==> config.mk <==
export PLATFORM = sky130hd
export DESIGN_NAME = stkptr_ext
export DESIGN_NICKNAME = d
export VERILOG_FILES = /design/src/rtl/stk_pkg.sv /design/src/rtl/stk_next_calc.sv /design/src/rtl/stk_sfr_read.sv /design/src/rtl/stkptr_ext.sv
export SDC_FILE = /design/constraint.sdc
export NUM_CORES = 1
export LEC_CHECK = 0
export BUFFER_PORTS_ARGS = -buffer_cell sky130_fd_sc_hd__buf_2
export CORE_ASPECT_RATIO = 0.75
export CORE_MARGIN = 10
export CORE_UTILIZATION = 40
export DETAILED_ROUTE_END_ITERATION = 7
export GPL_TIMING_DRIVEN = 0
export PLACE_DENSITY_LB_ADDON = 0.2
export SYNTH_ARGS = -nofsm -noshare
export SYNTH_HDL_FRONTEND = slang
export SYNTH_SLANG_ARGS = --single-unit
==> constraint.sdc <==
create_clock -name clk -period 2.55 [get_ports clk]
set_input_delay 0.51 -clock clk [delete_from_list [all_inputs] [get_ports clk]]
set_output_delay 0.51 -clock clk [all_outputs]
set_load 0.005 [all_outputs]
==> src/rtl/stk_pkg.sv <==
package stk_pkg;
  localparam int unsigned PTR_W_DEF = 11;
  localparam int unsigned LO_W_DEF  = 8;

  typedef enum logic {
    MEM_IRAM = 1'b0,
    MEM_XRAM = 1'b1
  } mem_sel_e;
endpackage

==> src/rtl/stk_next_calc.sv <==
module stk_next_calc #(
  parameter int unsigned PTR_W = 11,
  parameter int unsigned LO_W  = 8,
  localparam int unsigned HI_W = PTR_W - LO_W
) (
  input  logic [LO_W-1:0]  lo_q,
  input  logic [HI_W-1:0]  hi_q,
  input  logic             ext_en,
  input  logic             do_push,
  input  logic             do_pop,
  output logic [LO_W-1:0]  lo_nxt,
  output logic [HI_W-1:0]  hi_nxt,
  output logic [PTR_W-1:0] acc_addr
);
  logic [PTR_W-1:0] cur_eff;
  logic [PTR_W-1:0] full_inc;
  logic [PTR_W-1:0] full_dec;
  logic [LO_W-1:0]  lo_inc;
  logic [LO_W-1:0]  lo_dec;

  always_comb begin
    cur_eff  = {(ext_en ? hi_q : {HI_W{1'b0}}), lo_q};
    full_inc = cur_eff + 1'b1;
    full_dec = cur_eff - 1'b1;
    lo_inc   = lo_q + 1'b1;
    lo_dec   = lo_q - 1'b1;
  end

  always_comb begin
    lo_nxt = lo_q;
    hi_nxt = hi_q;
    if (do_push) begin
      if (ext_en) {hi_nxt, lo_nxt} = full_inc;
      else        lo_nxt = lo_inc;
    end else if (do_pop) begin
      if (ext_en) {hi_nxt, lo_nxt} = full_dec;
      else        lo_nxt = lo_dec;
    end
  end

  always_comb begin
    if (do_push) acc_addr = ext_en ? full_inc : {{HI_W{1'b0}}, lo_inc};
    else         acc_addr = cur_eff;
  end
endmodule

==> src/rtl/stk_sfr_read.sv <==
module stk_sfr_read #(
  parameter int unsigned LO_W     = 8,
  parameter int unsigned HI_W     = 3,
  parameter logic [7:0]  LO_ADDR  = 8'h81,
  parameter logic [7:0]  HI_ADDR  = 8'hB7,
  parameter logic [7:0]  CFG_ADDR = 8'hAF,
  parameter int unsigned MODE_BIT = 7
) (
  input  logic [7:0]      rd_addr,
  input  logic [LO_W-1:0] lo_q,
  input  logic [HI_W-1:0] hi_q,
  input  logic            ext_en,
  output logic [7:0]      rd_data
);
  always_comb begin
    rd_data = 8'h00;
    if (rd_addr == LO_ADDR) begin
      rd_data = lo_q;
    end else if (rd_addr == HI_ADDR) begin
      if (ext_en) rd_data = {{(8-HI_W){1'b0}}, hi_q};
    end else if (rd_addr == CFG_ADDR) begin
      rd_data[MODE_BIT] = ext_en;
    end
  end
endmodule

==> src/rtl/stkptr_ext.sv <==
module stkptr_ext
  import stk_pkg::*;
#(
  parameter int unsigned PTR_W    = PTR_W_DEF,
  parameter int unsigned LO_W     = LO_W_DEF,
  parameter logic [7:0]  LO_ADDR  = 8'h81,
  parameter logic [7:0]  HI_ADDR  = 8'hB7,
  parameter logic [7:0]  CFG_ADDR = 8'hAF,
  parameter int unsigned MODE_BIT = 7,
  parameter logic [7:0]  LO_RST   = 8'h07
) (
  input  logic             clk,
  input  logic             rst_n,
  input  logic             push_req,
  input  logic             pop_req,
  input  logic             sfr_wr_en,
  input  logic [7:0]       sfr_wr_addr,
  input  logic [7:0]       sfr_wr_data,
  input  logic [7:0]       sfr_rd_addr,
  output logic [7:0]       sfr_rd_data,
  output logic [PTR_W-1:0] stk_addr,
  output logic             stk_xram
);
  localparam int unsigned HI_W = PTR_W - LO_W;

  logic rst_meta_n, rst_sync_n;
  logic [LO_W-1:0] sp_lo_q, sp_lo_d, lo_calc;
  logic [HI_W-1:0] sp_hi_q, sp_hi_d, hi_calc;
  logic ext_en_q, ext_en_d;
  logic wr_lo, wr_hi, wr_cfg, ptr_wr_hit;
  logic do_push, do_pop;
  logic [PTR_W-1:0] acc_addr;
  mem_sel_e mem_sel;

  always_ff @(posedge clk or negedge rst_n) begin
    if (!rst_n) begin
      rst_meta_n <= 1'b0;
      rst_sync_n <= 1'b0;
    end else begin
      rst_meta_n <= 1'b1;
      rst_sync_n <= rst_meta_n;
    end
  end

  always_comb begin
    wr_lo      = sfr_wr_en && (sfr_wr_addr == LO_ADDR);
    wr_hi      = sfr_wr_en && (sfr_wr_addr == HI_ADDR) && ext_en_q;
    wr_cfg     = sfr_wr_en && (sfr_wr_addr == CFG_ADDR);
    ptr_wr_hit = wr_lo || wr_hi;
    do_push    = push_req && !pop_req && !ptr_wr_hit;
    do_pop     = pop_req && !push_req && !ptr_wr_hit;
  end

  stk_next_calc #(.PTR_W(PTR_W), .LO_W(LO_W)) u_calc (
    .lo_q     (sp_lo_q),
    .hi_q     (sp_hi_q),
    .ext_en   (ext_en_q),
    .do_push  (do_push),
    .do_pop   (do_pop),
    .lo_nxt   (lo_calc),
    .hi_nxt   (hi_calc),
    .acc_addr (acc_addr)
  );

  always_comb begin
    sp_lo_d  = lo_calc;
    sp_hi_d  = hi_calc;
    ext_en_d = ext_en_q;
    if (wr_lo)  sp_lo_d  = sfr_wr_data[LO_W-1:0];
    if (wr_hi)  sp_hi_d  = sfr_wr_data[HI_W-1:0];
    if (wr_cfg) ext_en_d = sfr_wr_data[MODE_BIT];
  end

  always_ff @(posedge clk or negedge rst_sync_n) begin
    if (!rst_sync_n) begin
      sp_lo_q  <= LO_RST[LO_W-1:0];
      sp_hi_q  <= '0;
      ext_en_q <= 1'b0;
    end else begin
      sp_lo_q  <= sp_lo_d;
      sp_hi_q  <= sp_hi_d;
      ext_en_q <= ext_en_d;
    end
  end

  stk_sfr_read #(
    .LO_W(LO_W), .HI_W(HI_W), .LO_ADDR(LO_ADDR), .HI_ADDR(HI_ADDR),
    .CFG_ADDR(CFG_ADDR), .MODE_BIT(MODE_BIT)
  ) u_rd (
    .rd_addr (sfr_rd_addr),
    .lo_q    (sp_lo_q),
    .hi_q    (sp_hi_q),
    .ext_en  (ext_en_q),
    .rd_data (sfr_rd_data)
  );

  always_comb begin
    mem_sel  = (|acc_addr[PTR_W-1:LO_W]) ? MEM_XRAM : MEM_IRAM;
    stk_addr = acc_addr;
    stk_xram = (mem_sel == MEM_XRAM);
  end
endmodule

==> impl_metrics.json <==
{
  "yosysMostFrequentCell": "nand2_1",
  "synth_ff_type": "dfrtp_1",
  "holdWs_ps": 33.5,
  "dieArea_um2": 6600,
  "grt_antenna_before_repair": 0,
  "wirelength_mm": 4.93,
  "status": "finished clean",
  "finalNetCount": 300,
  "crit_start": "sp_lo_q[2]",
  "dieWidth_um": 90.6,
  "fin_util": 0.564,
  "num-fill-cells": 361,
  "start_util": 0.411,
  "vias": 1702,
  "crit_fanout": 5,
  "avgSynthCellArea_um2": 7.51,
  "fmax_mhz": 399,
  "synthTopCellsByArea": "dfrtp_1, nand2_1, dfstp_2",
  "drive_gt1_frac": 0.373,
  "vdd_drop_max_mv": 0.461,
  "hp-class": "in -> async",
  "root_buffer": "clkbuf_8",
  "drv_slew": 0,
  "grt_pass1_wl_mm": 7.80,
  "htreeDepth": 1,
  "ios": 49,
  "clk_latency_ps": 260,
  "areaGrowthSynthToFinish_pct": 37.4,
  "numCtsBuffers": 3,
  "core_um2": 3640,
  "rsz0062_at_grt": "yes",
  "dp_hpwl_mm": 3.69,
  "finalWeightedCongestion": 0.879,
  "setup_viol": 0,
  "hold_viol_final": 0,
  "drc": 0,
  "p_per_area_nw_per_um2": 646,
  "preCtsSetupSlack_ps": -193,
  "portBuffers": 48,
  "layout_setup_ws_ps": 44.3,
  "power.leakage_nw": 0.919,
  "syn_inst": 199,
  "synth.distinct_cells": 52,
  "drt-initial-drc-count": 168,
  "fin_crit_ps": 2510,
  "grtUsageTotal": 0.140,
  "synth_nets": 230,
  "required_ps": 2040,
  "cp-end-kind": "output port",
  "via_per_inst": 5.32,
  "cap_violations": 0,
  "cts_tree": "done",
  "tightest_slew_ps": 747,
  "yosys_warnings": 0,
  "path_clk_slew_ps": 60,
  "worstSetupPathType": "reg -> out",
  "worstReg2RegStart": "sp_lo_q[5]",
  "detail-route-antenna-nets": 0,
  "postCtsHoldBufs": 0,
  "grt_pass1_vias": 1590,
  "grt_start_max_net_pins": 13,
  "synth.top_cell.area_share": 0.184,
  "setup_tns_ps": 0,
  "arrival_ps": 2000,
  "diodes": 0,
  "finalClockSkew_ps": 10.7,
  "cts.sinks": 14,
  "yosysTopAreaCell": "dfrtp_1",
  "synth_seq_cells": 14,
  "overflow": 0,
  "min_period_over_period": 0.983,
  "fp.dieH_um": 72.9,
  "start_kind": "flip-flop",
  "std_cell_rows": 19,
  "cts.path.max_buffers": 2,
  "synth_enable_flop_cells": 0,
  "synthArstFlopShare": 1.00,
  "yosys-top-cells-count": "nand2_1, nor2_1, dfrtp_1, nor3_1, o21ai_0",
  "synth_area_um2": 1490,
  "wl_per_cell_um": 15.4,
  "yosysSeqAreaShare": 0.237,
  "relSlewSlack": 0.497,
  "firstDrtPassIters": 4
}
layout by cell type (no fill, tap or decap), types with 3 or more instances in the layout:
master / count
clkbuf_1: 4
o211ai_1: 3
nor3_1: 8
buf_4: 22
o22ai_1: 5
dfstp_2: 3
a21oi_1: 6
mux2i_1: 5
dfrtp_1: 11
nor2_1: 18
clkbuf_8: 4
nand4b_1: 3
a22oi_1: 3
o21ai_0: 9
and3_1: 4
nand4_1: 5
buf_6: 3
buf_2: 49
nand2_1: 24
xnor2_1: 7
inv_1: 6
xor2_1: 5
a22o_1: 3
and2_1: 6
nor4_1: 3
nand3_1: 5
nand2b_1: 3
path summary, 6_finish.rpt:
| path | end | slack [ps] | depth (start not counted) |
|---|---|---|---|
| max in group asynchronous | sp_lo_q[1] | 1970 | 0 |
| min | rst_meta_n | 30 | 1 |
| max | stk_addr[10] | 40 | 7 |
| min reg2reg | sp_lo_q[5] | 200 | 0 |
| max reg2reg | sp_hi_q[1] | 50 | 5 |
| min in group clk | rst_sync_n | 350 | 0 |
power by group:
part	leakage, nW	total (mW)	internal [mW]	switching, mW
combinational	0.733	0.746	0.352	0.394
clock	0.0288	0.229	0.137	0.0921
sequential	0.158	0.351	0.295	0.0562
through the flow:
step                cells  total power, mW  area [µm²]
floorplan             199            0.789        1490
global placement      299            0.985        1800
detailed placement    299            0.989        1800
CTS                   311             1.26        1930
global route          320             1.44        2050
finish                320             1.33        2050
registers in the layout, summed over array words and instances, names as in the netlist:
name,cells
rst_meta_n,1
ext_en_q,1
rst_sync_n,1
sp_lo_q,8
sp_hi_q,3
metal layers:
metal	vias up	routed length (µm)	track usage
li1	860	-	-
met5	-	0	0
met4	0	16	0.0317
met1	773	2520	0.199
met2	67	2090	0.210
met3	2	304	0.0298
final cells by class:
type / instances / area, µm² / area share
Clock buffer: 4 / 55.1 / 0.0268
Timing Repair Buffer: 65 / 368 / 0.179
Multi-Input combinational cell: 165 / 1090 / 0.531
Buffer: 13 / 91.3 / 0.0445
Tap cell: 52 / 65.1 / 0.0317
Sequential cell: 14 / 354 / 0.172
Inverter: 7 / 30.0 / 0.0146
logic make-up after synthesis:
family                     after synthesis  share of synthesized area
AOI/OAI and AO/OA                       44                      0.201
and+or+nand+nor                        100                      0.359
buffers and inverters                   20                     0.0737
other                                    1                    0.00251
muxes                                    5                     0.0335
DFF                                     14                      0.237
xor gates and xnor gates                13                     0.0762
adders and majority gates                2                     0.0167
critical path, cell delays in order (launching register included):
cell       delay, ps
dfstp_2          520
buf_6            110
nand4_1          240
nor3_4           270
o2111ai_2        210
xor2_1           190
nor2_1            90
buf_2            110
what timing repair did:
item,in CTS,in global routing
resized for setup,4,14
pin swaps,3,4
endpoints found under the setup margin,8,9
setup buffers,8,9
Note: power is estimated with default switching activity, not from simulation.
